==> src/rtl/spd_size_pkg.sv <==
package spd_size_pkg;

    typedef enum logic [2:0] {
        ST_IDLE,
        ST_READ,
        ST_SIDE1,
        ST_SIDE2,
        ST_DONE
    } state_t;

    localparam int FIELD_CNT = 6;
    localparam logic [2:0] FLD_LAST = 3'(FIELD_CNT - 1);

    // byte offset fetched for each step of a slot's read sequence
    function automatic logic [7:0] field_offset(input logic [2:0] step);
        logic [7:0] off;
        case (step)
            3'd0:    off = 8'd3;
            3'd1:    off = 8'd4;
            3'd2:    off = 8'd17;
            3'd3:    off = 8'd6;
            3'd4:    off = 8'd7;
            default: off = 8'd5;
        endcase
        return off;
    endfunction

endpackage

==> src/rtl/spd_log2.sv <==
module spd_log2 #(
    parameter int W  = 8,
    localparam int LW = $clog2(W) + 2
) (
    input  logic [W-1:0]         din,
    output logic signed [LW-1:0] lg
);
    always_comb begin
        lg = '1;  // -1 when no bit is set
        for (int i = 0; i < W; i++) begin
            if (din[i]) lg = LW'(i);
        end
    end
endmodule

==> src/rtl/spd_side_calc.sv <==
module spd_side_calc #(
    parameter int EXP_W      = 8,
    parameter int BND_W      = 8,
    parameter int UNIT_SHIFT = 26,
    parameter int LIMIT_EXP  = 8,
    localparam int SH_W      = $clog2(BND_W)
) (
    input  logic signed [EXP_W-1:0] exp_bits,
    input  logic                    absent,
    input  logic                    two_side,
    output logic [BND_W-1:0]        add1,
    output logic [BND_W-1:0]        add2
);
    logic signed [EXP_W-1:0] units;
    logic                    in_win;
    logic [BND_W-1:0]        contrib;

    always_comb begin
        units   = exp_bits - EXP_W'(UNIT_SHIFT);
        in_win  = !units[EXP_W-1] && (units < $signed(EXP_W'(LIMIT_EXP)));
        contrib = in_win ? (BND_W'(1) << units[SH_W-1:0]) : '0;
        add1    = absent ? '0 : contrib;
        add2    = (absent || !two_side) ? '0 : contrib;
    end
endmodule

==> src/rtl/spd_bnd_table.sv <==
module spd_bnd_table #(
    parameter int NREG  = 8,
    parameter int BND_W = 8,
    localparam int IW   = $clog2(NREG)
) (
    input  logic                    clk,
    input  logic                    rst_n,
    input  logic                    we,
    input  logic [IW-1:0]           widx,
    input  logic [BND_W-1:0]        wdata,
    output logic [NREG*BND_W-1:0]   flat
);
    for (genvar g = 0; g < NREG; g++) begin : g_ent
        logic [BND_W-1:0] ent;
        always_ff @(posedge clk or negedge rst_n) begin
            if (!rst_n)                         ent <= '0;
            else if (we && widx == IW'(g))      ent <= wdata;
        end
        assign flat[g*BND_W +: BND_W] = ent;
    end
endmodule

==> src/rtl/spd_size_engine.sv <==
module spd_size_engine
    import spd_size_pkg::*;
#(
    parameter int         NUM_MOD    = 4,
    parameter logic [6:0] DEV_BASE   = 7'h50,
    parameter int         UNIT_SHIFT = 26,
    parameter int         LIMIT_EXP  = 8,
    parameter int         BND_W      = 8
) (
    input  logic                          clk,
    input  logic                          rst_n,
    input  logic                          start,
    output logic                          rd_req,
    output logic [6:0]                    rd_dev,
    output logic [7:0]                    rd_idx,
    input  logic                          rd_ack,
    input  logic                          rd_err,
    input  logic [7:0]                    rd_data,
    output logic                          busy,
    output logic                          done,
    output logic                          no_mem,
    output logic [2*NUM_MOD*BND_W-1:0]    bnd_flat
);
    localparam int NREG  = 2 * NUM_MOD;
    localparam int IW    = $clog2(NREG);
    localparam int MW    = (NUM_MOD > 1) ? $clog2(NUM_MOD) : 1;
    localparam int EXP_W = 8;
    localparam int L8    = $clog2(8) + 2;
    localparam int L16   = $clog2(16) + 2;

    state_t state, nstate;

    logic [MW-1:0]           mod_q;
    logic [2:0]              fld_q;
    logic signed [EXP_W-1:0] acc_q;
    logic [7:0]              wlo_q;
    logic                    two_q, absent_q, any_q, nomem_q;
    logic [BND_W-1:0]        end_q;

    logic signed [L8-1:0]    lg8;
    logic signed [L16-1:0]   lg16;
    logic signed [EXP_W-1:0] lg8_x, lg16_x, nib_x;
    logic [BND_W-1:0]        add1, add2;
    logic                    tb_we;
    logic [IW-1:0]           tb_idx;
    logic [BND_W-1:0]        tb_wdata;
    logic                    last_mod;

    spd_log2 #(.W(8))  u_lg8  (.din(rd_data),          .lg(lg8));
    spd_log2 #(.W(16)) u_lg16 (.din({rd_data, wlo_q}), .lg(lg16));

    assign lg8_x    = {{(EXP_W-L8){lg8[L8-1]}}, lg8};
    assign lg16_x   = {{(EXP_W-L16){lg16[L16-1]}}, lg16};
    assign nib_x    = EXP_W'(rd_data[3:0]);
    assign last_mod = (mod_q == MW'(NUM_MOD - 1));

    spd_side_calc #(
        .EXP_W(EXP_W), .BND_W(BND_W),
        .UNIT_SHIFT(UNIT_SHIFT), .LIMIT_EXP(LIMIT_EXP)
    ) u_side (
        .exp_bits(acc_q), .absent(absent_q), .two_side(two_q),
        .add1(add1), .add2(add2)
    );

    spd_bnd_table #(.NREG(NREG), .BND_W(BND_W)) u_tab (
        .clk(clk), .rst_n(rst_n), .we(tb_we), .widx(tb_idx),
        .wdata(tb_wdata), .flat(bnd_flat)
    );

    // state register
    always_ff @(posedge clk or negedge rst_n) begin
        if (!rst_n) state <= ST_IDLE;
        else        state <= nstate;
    end

    // transitions
    always_comb begin
        nstate = state;
        unique case (state)
            ST_IDLE:  if (start) nstate = ST_READ;
            ST_READ:  if (rd_ack && (rd_err || fld_q == FLD_LAST)) nstate = ST_SIDE1;
            ST_SIDE1: nstate = ST_SIDE2;
            ST_SIDE2: nstate = last_mod ? ST_DONE : ST_READ;
            ST_DONE:  nstate = ST_IDLE;
            default:  nstate = ST_IDLE;
        endcase
    end

    // outputs
    always_comb begin
        rd_req   = 1'b0;
        busy     = 1'b1;
        done     = 1'b0;
        tb_we    = 1'b0;
        tb_idx   = '0;
        tb_wdata = end_q;
        unique case (state)
            ST_IDLE:  busy = 1'b0;
            ST_READ:  rd_req = 1'b1;
            ST_SIDE1: begin
                tb_we    = 1'b1;
                tb_idx   = IW'({mod_q, 1'b0});
                tb_wdata = end_q + add1;
            end
            ST_SIDE2: begin
                tb_we    = 1'b1;
                tb_idx   = IW'({mod_q, 1'b1});
                tb_wdata = end_q + add2;
            end
            ST_DONE:  done = 1'b1;
            default:  busy = 1'b0;
        endcase
    end

    assign rd_dev = DEV_BASE + 7'(mod_q);
    assign rd_idx = field_offset(fld_q);
    assign no_mem = nomem_q;

    // datapath
    always_ff @(posedge clk or negedge rst_n) begin
        if (!rst_n) begin
            mod_q <= '0;  fld_q <= '0;  acc_q <= '0;  wlo_q <= '0;
            two_q <= 1'b0; absent_q <= 1'b0; any_q <= 1'b0; nomem_q <= 1'b0;
            end_q <= '0;
        end else begin
            unique case (state)
                ST_IDLE: if (start) begin
                    mod_q <= '0;  fld_q <= '0;  end_q <= '0;
                    two_q <= 1'b0; absent_q <= 1'b0; any_q <= 1'b0; nomem_q <= 1'b0;
                end
                ST_READ: if (rd_ack) begin
                    fld_q <= fld_q + 3'd1;
                    if (rd_err) absent_q <= 1'b1;
                    else begin
                        case (fld_q)
                            3'd0:    acc_q <= nib_x - EXP_W'(1);
                            3'd1:    acc_q <= acc_q + nib_x;
                            3'd2:    acc_q <= acc_q + lg8_x;
                            3'd3:    wlo_q <= rd_data;
                            3'd4:    acc_q <= acc_q + lg16_x;
                            default: begin
                                two_q <= (rd_data > 8'd1);
                                any_q <= 1'b1;
                            end
                        endcase
                    end
                end
                ST_SIDE1: end_q <= end_q + add1;
                ST_SIDE2: begin
                    end_q    <= end_q + add2;
                    mod_q    <= mod_q + MW'(1);
                    fld_q    <= '0;
                    two_q    <= 1'b0;
                    absent_q <= 1'b0;
                end
                ST_DONE: nomem_q <= !any_q;
                default: ;
            endcase
        end
    end
endmodule

==> config.mk <==
export PLATFORM = sky130hd
export DESIGN_NAME = spd_size_engine
export DESIGN_NICKNAME = d
export VERILOG_FILES = /design/src/rtl/spd_size_pkg.sv /design/src/rtl/spd_log2.sv /design/src/rtl/spd_side_calc.sv /design/src/rtl/spd_bnd_table.sv /design/src/rtl/spd_size_engine.sv
export SDC_FILE = /design/constraint.sdc
export NUM_CORES = 1
export LEC_CHECK = 0
export BUFFER_PORTS_ARGS = -buffer_cell sky130_fd_sc_hd__buf_2
export CAP_MARGIN = 25
export CORE_ASPECT_RATIO = 0.5
export CORE_MARGIN = 3
export CORE_UTILIZATION = 38
export DETAILED_ROUTE_END_ITERATION = 7
export PLACE_DENSITY = 0.58
export SLEW_MARGIN = 5
export SYNTH_ARGS = -nofsm -noshare
export SYNTH_HDL_FRONTEND = slang
export SYNTH_SLANG_ARGS = --single-unit
==> constraint.sdc <==
create_clock -name clk -period 3.9 [get_ports clk]
set_input_delay 0 -clock clk [delete_from_list [all_inputs] [get_ports clk]]
set_output_delay 0 -clock clk [all_outputs]
set_load 0.05 [all_outputs]
======== After elaboration in Yosys (flattened, before gate mapping) ========
Index checks and enable logic that the tools add are counted.
operators by class
  $add $sub $neg .......................... 10
  order comparisons ....................... 2
  equality and inequality tests ........... 23
  shifts and indexed selects .............. 1
  muxes and demuxes ....................... 59
  bitwise operators ....................... 1
  reductions and logical operators ........ 37
operators by type and width
  cell                count
  $mux 6              16
  $mux 5              8
  $mux 8              4
  $pmux 8 s4          1
  $pmux 5 s5          1
  $pmux 8 s3          1
  $eq 3x3->1 const B  7
  $eq 3x2->1 const B  6
  $add 8x5->8         2
  $add 8x8->8         2
  $pmux 8 s2          1
  $mux 3              5
  $mux 1              13
  $ne 2x2->1 const B  6
  $pmux 3 s4          1
  $reduce_and 4->1    3
  $logic_and 1x1->1   10
  $reduce_and 5->1    2
  $eq 3x1->1 const B  3
  $logic_not 3->1     3
  $pmux 3 s3          1
  $add 8x6->8         1
  $gt 8x1->1 const B  1
  $lt 8x5->1 const B  1
  23 further kinds    34
word-level totals
  bits in registers ....................... 100
  input bits .............................. 13
  output and inout port bits .............. 83
  word-level logic and storage cells ...... 151

======== Longest topological paths before layout ========
Gate-level depths: netlist (run 1).
  depth in word-level cells ............... 18
  mapped depth ............................ 16
  gate-level depth less buffers ........... 16

======== By module ========
Synthesis (run 1) repeated with hierarchy kept, for this count alone.
second synthesis, totals
  cell total of the unflattened synthesis .. 607
  area, all modules ....................... 6137.1 sq um
modules (own cells, without submodules)
  module              times used  cells an instance  area an instance (sq um)  sequential area each (sq um)
  spd_size_engine     1           363                3089.2                    900.9
  spd_bnd_table       1           143                2452.4                    1601.5
  spd_side_calc       1           52                 324.1                     0.0
  spd_log2 at u_lg16  1           34                 180.2                     0.0
  spd_log2 at u_lg8   1           15                 91.3                      0.0

======== Least setup slack after synthesis (run 1) ========
OpenSTA, ideal clock, no wires.
  path type ............................... register to register
  start point ............................. register fld_q[0]
  end point ............................... register acc_q[6]
  setup time .............................. 0.126 ns
  arrival ................................. 3.575 ns
  required time ........................... 3.774 ns
  slack ................................... 0.199 ns
  cell stages (with the launch flop) ...... 14
  buffers on the path ..................... 0
  period minus slack after synthesis ...... 3.701 ns
  cells stage by stage .................... dfrtp_1 inv_1 ha_1 nor2b_1 nor2_1 nor2_1 a31oi_1 o32a_1 fa_1 a21o_1 a21o_1 a21oi_1 nor4bb_1 o32a_1
between the ends
  longest elaborated chain between the ends .. 3
  elaborated cells between the ends (all ways) .. 7
  those cells by class .................... eq/ne (3); mux (1); reduce/logical (3)
ends and longest elaborated chain
  what                                      line                    source
  start, declared                           spd_size_engine.sv:34   logic [2:0] fld_q;
  start signal, assigned                    spd_size_engine.sv:132  fld_q <= fld_q + 3'd1;
  $eq 3x3->1, or another cell as far along  spd_size_engine.sv:135  case (fld_q)
  $reduce_bool 4->1 (no source line)        -
  $reduce_and 4->1 (no source line)         -
  end signal, assigned                      spd_size_engine.sv:136  3'd0: acc_q <= nib_x - EXP_W'(1);
  end signal, assigned                      spd_size_engine.sv:137  3'd1: acc_q <= acc_q + nib_x;
  end signal, assigned                      spd_size_engine.sv:138  3'd2: acc_q <= acc_q + lg8_x;
  end, declared                             spd_size_engine.sv:35   logic signed [EXP_W-1:0] acc_q;
Several ways; a longest one is shown, not always the timed one.
A chain may end at the register's enable or synchronous reset.

======== Worst setup path after layout (run 1) ========
Ends and elaborated chain as after synthesis.

==> results of run 1 <==
## flip-flops by register name, indices dropped and copies added (netlist names), 2 cells and up
register / cells
acc_q: 8
end_q: 8
fld_q: 3
mod_q: 2
state: 3
u_tab.g_ent.ent: 64
wlo_q: 8
## power by group through the flow
stage	combinational (W)	sequential (W)	clock [W]
6_report	0.00293	0.00168	0.000878
5_1_grt	0.00324	0.00174	0.000951
4_1_cts	0.00294	0.00168	0.000900
3_5_place_dp	0.00293	0.00169	0
3_3_place_gp	0.00290	0.00169	0
2_1_floorplan	0.00158	0.00233	0
## worst max-delay path, cell delays in order (launching register included)
cell and delay, ns:
dfrtp_1 0.43, inv_1 0.11, ha_1 0.26, nand2_1 0.18
nor2_1 0.13, a211oi_1 0.06, a2111oi_0 0.34, o41ai_1 0.16
a22o_1 0.21, ha_1 0.21, fa_1 0.41, a21o_1 0.18
a21o_1 0.19, a21oi_1 0.18, nor4bb_1 0.08, o32a_1 0.35
## layout make-up
| type | count | area [um^2] | share of cell area (%) |
|---|---|---|---|
| multi-input cells | 445 | 2890 | 43.5 |
| flip-flops and latches | 100 | 2500 | 37.7 |
| repair buffers | 105 | 618 | 9.31 |
| well taps | 192 | 240 | 3.62 |
| clock buffers | 9 | 225 | 3.39 |
| inverters | 26 | 97.6 | 1.47 |
| clock inverters | 7 | 67.6 | 1.02 |
## Yosys cell counts (4+ instances only)
library cell	number
and2_1	4
a21oi_1	39
a211oi_1	4
buf_2	5
nand2b_1	7
clkbuf_1	9
inv_1	25
nor3_1	10
a21o_1	6
xor2_1	8
buf_4	11
nand2_1	73
xnor2_1	12
o31ai_1	4
mux2_2	27
nor2_1	61
dfrtp_1	100
nor4_1	5
or3_1	4
nand3_1	18
o21bai_1	5
o211ai_1	4
o21ai_0	54
ha_1	32
nand3b_1	4
## layout by cell type (no fill, tap or decap), drive strengths merged, types with 6 or more instances in the layout
cell type and count:
a21o 6, a21oi 40, buf 96, clkbuf 9
conb 9, dfrtp 100, dlygate4sd3 9, ha 32
inv 29, mux2 29, nand2 73, nand2b 7
nand3 18, nor2 61, nor3 10, nor4 8
o21ai 55, xnor2 12, xor2 8
## through the flow
step | instance area [um^2] | worst slack, ns
after floorplan | 5650 | 0.199
after global placement | 6220 | 0.453
after detailed placement | 6220 | 0.351
after CTS | 6610 | 0.334
after global routing | 6640 | 0.0308
final | 6640 | 0.317
## cells by family after synthesis
| family | count (synthesis) | synth area share, % |
|---|---|---|
| adder cells (fa/ha/maj) | 35 | 8.18 |
| XOR/XNOR | 20 | 3.11 |
| buffers and inverters | 53 | 4.65 |
| other | 2 | 0.133 |
| AO/OA/AOI/OAI | 140 | 15.1 |
| flip-flops | 100 | 44.5 |
| multiplexers | 32 | 6.40 |
| AND/OR/NAND/NOR | 209 | 17.9 |
## per-layer routing
metal	GRT usage (%)	part of all wire, %	wire, um
met1	24.6	50	6830
met4	4.83	0.94	128
met2	26.6	44	6060
met5	0	0	0
met3	4.80	4.7	635
## how the worst min path moves through the flow
stage	to	slack, ns	depth (start not counted)
2_1_floorplan	absent_q	-0.30	0
3_3_place_gp	u_tab.g_ent[7].ent[1]	0.22	1
3_5_place_dp	u_tab.g_ent[7].ent[1]	0.21	1
4_1_cts	wlo_q[0]	0.002	3
5_1_grt	u_tab.g_ent[3].ent[1]	0.01	2
6_report	u_tab.g_ent[3].ent[1]	0.002	2
## repair_timing
action                    in CTS  in global routing
buffers inserted               0                  0
hold buffers                   9                  0
hold endpoints to repair      82                  0
resized for setup              0                  0
==> metrics.md, run 1 <==
| Metric | Value |
|---|---|
| Standard-cell rows | `30` |
| Tmin final | `3.58 ns` |
| Hpwl dp | `approximately 10 mm` |
| Antenna cells | `0` |
| Register bit count reported by yosys | `100` |
| Top-area cell type share of the netlist area | `between 40% and 50%` |
| Max cap viols | `0` |
| Switching Fraction | `50.6%` |
| Critical path required time | `4.12 ns` |
| Largest net degree at the start of global routing | `76` |
| Critical path peak fanout | `6` |
| Switch Pwr | `0.00278 W` |
| Final period util | `91.9%` |
| Layout Utilization | `47.4%` |
| CP endpoint kind | `flip-flop` |
| Io pins | `96` |
| FF-to-FF End | `acc_q[6]` |
| HP Class | `in -> async` |
| Yosys cell types | `67` |
| PnR Total Power | `approximately 0.0055 W` |
| Clk pin slew, worst setup/hold paths | `about 0.07 ns` |
| Root buffer selected by CTS | `clkbuf_16` |
| WS Path Type | `reg -> reg` |
| DR pass1 iterations | `4` |
| Filler cells | `1361` |
| Fmax | `around 280 MHz` |
| Worst-skew pair later-pin latency | `0.35 ns` |
| Longest Clk Path Bufs | `2` |
| Die area | `0.0164 mm^2` |
| Status | `finished, final reports clean` |
| Initial antenna violation count | `0` |
| Worst setup SP type | `flip-flop` |
| CTS sink count | `100` |
| Min Hold Slack | `0.00231 ns` |
| Asr flop ratio synth | `100%` |
| DRC viols | `0` |
| R2r setup slk | `about 0.32 ns` |
| Ys flop type | `dfrtp_1` |
| Register share of total power | `a little under a third` |
| First DRT Iteration DRCs | `171` |
| CP arrival | `approximately 3.8 ns` |
| Worst-margin pin slew | `~0.9 ns` |
| P_leak | `approximately 3.3 nW` |
| Gr usage total | `17.6%` |
| Vias per inst | `5.04` |
| Port-buffer cells | `86` |
| # setup viols final | `0` |
| Initial Util | `between 40% and 50%` |
| Core area | `0.0140 mm^2` |
| Global placement routability congestion | `0.832` |
| CTS tree | `yes` |
| Routed len/inst | `15.4 um` |
| Final nets | `735` |
| CTS Buf Count | `9` |
| YS warnings | `0` |
| Final TNS setup | `0 ns` |
| Fraction of layout cells with a size suffix above 1 | `22.4%` |
| Antenna-violating nets left | `0` |
| Die Height | `92.0 um` |
| Layout area overhead | `18.0%` |
| Clock skew | `around 0.016 ns` |
| Vias in the first global route | `4560` |
| DIE WIDTH | `178 um` |
| Mapped Area | `0.00563 mm^2` |
| RSZ-0062 raised after global routing | `false` |
| Global-route wire length before repair | `around 23 mm` |
| P_int | `0.00271 W` |
| GR Overflow Total | `0` |
| Post-Layout Cell Count | `approximately 880` |
| Syn Inst Count | `roughly 590` |
| Routed vias | `4455` |
| Top cells by area, synth | `dfrtp_1, ha_1, mux2_2` |
| Fin. Hold Viols | `0` |
| Post-synth EDFFs | `0` |
| Comb pwr share | `53.4%` |
| R2r worst-path depth | `15` |
| Clock power frac | `16.0%` |
| Drt total wl | `13.7 mm` |
| Synthesized area per cell | `9.52 um^2` |
| Reg2reg start | `fld_q[0]` |
| Register area share after synthesis | `44.5%` |
| # H-tree levels | `3` |
| Max-slew headroom | `40.8%` |
| Yosys top cell by area | `dfrtp_1` |
| Final Max Tran Viols | `0` |
| PD cells | `827 mW/mm^2` |
| Placed Cells | `approximately 860` |
| Crit path to | `acc_q[6]` |
| Worst setup path startpoint | `fld_q[0]` |
| Max VDD drop | `0.000466 V` |
No activity file was read; power rests on OpenSTA's default activity.
==> run 2: changes to the inputs <==
==> constraint.sdc (replaced) <==
create_clock -name clk -period 4.4 [get_ports clk]
set_input_delay 0 -clock clk [delete_from_list [all_inputs] [get_ports clk]]
set_output_delay 0 -clock clk [all_outputs]
set_load 0.05 [all_outputs]
==> metrics.md, run 2 (synthesized netlist as in run 1, its figures left out) <==
| Metric | Value |
|---|---|
| Worst setup path startpoint | `acc_q[1]` |
| Clk pin slew, worst setup/hold paths | `0.08 ns (about the same)` |
| Worst-skew pair later-pin latency | `0.35 ns (about the same)` |
| Hold depth | `4` |
| Initial antenna violation count | `0 (unchanged)` |
| Initial Util | `40.2% (unchanged)` |
| WS Path Type | `reg -> reg` |
| Fmax | `268 MHz (-4.1%)` |
| Max VDD drop | `0.000417 V (-11%)` |
| # H-tree levels | `3 (unchanged)` |
| Vias per inst | `5.10 (+1.2%)` |
| DR pass1 iterations | `6 (+2)` |
| FF-to-FF End | `u_tab.g_ent[0].ent[4]` |
| Critical path peak fanout | `9 (+3)` |
| Most common cell after layout, fill and taps aside | `dfrtp_1` |
| Worst-margin pin slew | `0.975 ns (+0.0958 ns)` |
| HP Class | `in -> reg` |
| CTS sink count | `100 (unchanged)` |
| Drt total wl | `14.0 mm (+2.3%)` |
| Post-CTS setup buffers | `0 (unchanged)` |
| Final period util | `84.9% (-6.9 points)` |
| Final nets | `729 (-0.82%)` |
| R2r worst-path depth | `15 (unchanged)` |
| Global-route wire length before repair | `23.2 mm (+0.27%)` |
| Layout area overhead | `16.9%` |
| Resize count post-CTS | `0 (unchanged)` |
| Largest net degree at the start of global routing | `68 (-11%)` |
| Fraction of layout cells with a size suffix above 1 | `22.0% (-0.39 points)` |
| Core area | `0.0140 mm^2 (unchanged)` |
| Root buffer selected by CTS | `clkbuf_16` |
| Port-buffer cells | `86 (unchanged)` |
| Max-slew headroom | `34.7% (-6.1 points)` |
| CP endpoint kind | `flip-flop` |
| Max cap viols | `0 (unchanged)` |
| Standard-cell rows | `30 (unchanged)` |
| Longest Clk Path Bufs | `2 (unchanged)` |
| Reg2reg start | `acc_q[1]` |
| Worst setup SP type | `flip-flop` |
| PnR Total Power | `0.00487 W (-11%)` |
| Antenna-violating nets left | `0 (unchanged)` |
| Status | `finished, final reports clean` |
| CP arrival | `3.93 ns (+0.12 ns)` |
| Hpwl dp | `10.3 mm (+1.5%)` |
| Largest register FFs | `64 (unchanged)` |
| P_leak | `3.28 nW (-0.95%)` |
| DIE WIDTH | `178 um (unchanged)` |
| Clock skew | `0.0162 ns (-0.000152 ns)` |
| Final Max Tran Viols | `0 (unchanged)` |
| Filler cells | `1397 (+2.6%)` |
| DRC viols | `0 (unchanged)` |
| Die Height | `92.0 um (unchanged)` |
| Tmin final | `3.74 ns (+0.154 ns)` |
| RSZ-0062 raised after global routing | `false` |
| Critical path required time | `4.59 ns (+0.47 ns)` |
| R2r setup slk | `0.66 ns (+0.35 ns)` |
| Biggest register | `u_tab.g_ent.ent` |
| Gr usage total | `17.7% (+0.11 points)` |
| Most frequent cells in the layout | `dfrtp_1, buf_2, nand2_1, nor2_1, o21ai_0` |
| CTS tree | `yes` |
| Worst hold path startpoint | `rd_err` |
| PD cells | `741 mW/mm^2 (-10%)` |
| # setup viols final | `0 (unchanged)` |
| Routed len/inst | `15.9 um (+3.0%)` |
| Routed vias | `4476 (+0.47%)` |
| Vias in the first global route | `4463 (-2.1%)` |
| Worst Hold End | `two_q` |
| Pre-CTS setup slack | `0.692 ns (+0.341 ns)` |
| Die area | `0.0164 mm^2 (unchanged)` |
| GR Overflow Total | `0 (unchanged)` |
| Io pins | `96 (unchanged)` |
| Antenna cells | `0 (unchanged)` |
| CTS Buf Count | `9 (unchanged)` |
| Final worst slack | `0.664 ns (+0.346 ns)` |
| Fin. Hold Viols | `0 (unchanged)` |
| Global placement routability congestion | `0.869 (+4.4%)` |
| First DRT Iteration DRCs | `162 (-5.3%)` |
| Final TNS setup | `0 ns (unchanged)` |
run 2: critical path, stage by stage (launching register included):
cell and delay [ns]:
dfrtp_1 0.56, inv_1 0.16, ha_1 0.25, o21ba_2 0.23
o22ai_1 0.10, nand3b_1 0.13, inv_1 0.06, nand3_1 0.15
nor2_1 0.06, ha_1 0.22, fa_1 0.42, a21o_1 0.17
a21oi_1 0.21, xnor2_1 0.11, o21ai_1 0.53, o21ai_0 0.22
run 2: cell type report:
type / count / area, um^2 / share of cell area [%]
sequential: 100 / 2500 / 38.1
multi-input combinational: 445 / 2890 / 43.9
clock buffer: 9 / 225 / 3.43
timing repair buffer: 99 / 548 / 8.33
tap: 192 / 240 / 3.65
inverter: 26 / 97.6 / 1.48
clock inverter: 7 / 72.6 / 1.10
run 2: routing by layer:
layer,wire length (um),share of wire (%),vias up,global-route usage (%)
met5,0,0,-,0
met4,124,0.89,0,3.72
met3,679,4.9,11,4.88
met2,6220,45,73,27.7
met1,6950,50,2168,24.5
li1,-,-,2224,-
run 2: worst max path at each step:
stage                                        to  depth (start not counted)
final                     u_tab.g_ent[0].ent[4]                         15
after global placement    u_tab.g_ent[0].ent[4]                         15
after floorplan                        acc_q[6]                         13
after detailed placement  u_tab.g_ent[2].ent[4]                         15
after global routing      u_tab.g_ent[0].ent[4]                         15
after CTS                 u_tab.g_ent[0].ent[4]                         15
run 2: per-stage QoR:
step           instance area, um^2  cells  utilization (%)  hold slack, ns
3_3_place_gp                  6200    854             44.3           0.185
2_1_floorplan                 5650    598                -          -0.296
4_1_cts                       6570    877             46.9         0.00699
6_report                      6580    878             47.0          0.0126
5_1_grt                       6580    878             47.0          0.0258
3_5_place_dp                  6200    854             44.3           0.185
run 2: where the power goes:
| part | leakage (nW) | internal, W | switching (W) |
|---|---|---|---|
| logic | 1.84 | 0.000762 | 0.00180 |
| clock network | 0.149 | 0.000404 | 0.000391 |
| registers | 1.29 | 0.00122 | 0.000297 |
| total | 3.28 | 0.00239 | 0.00249 |
run 2: what timing repair did:
item | in CTS | in global routing
endpoints found under the hold margin | 72 | 0
setup endpoints to repair | 0 | 0
hold buffers | 7 | 0
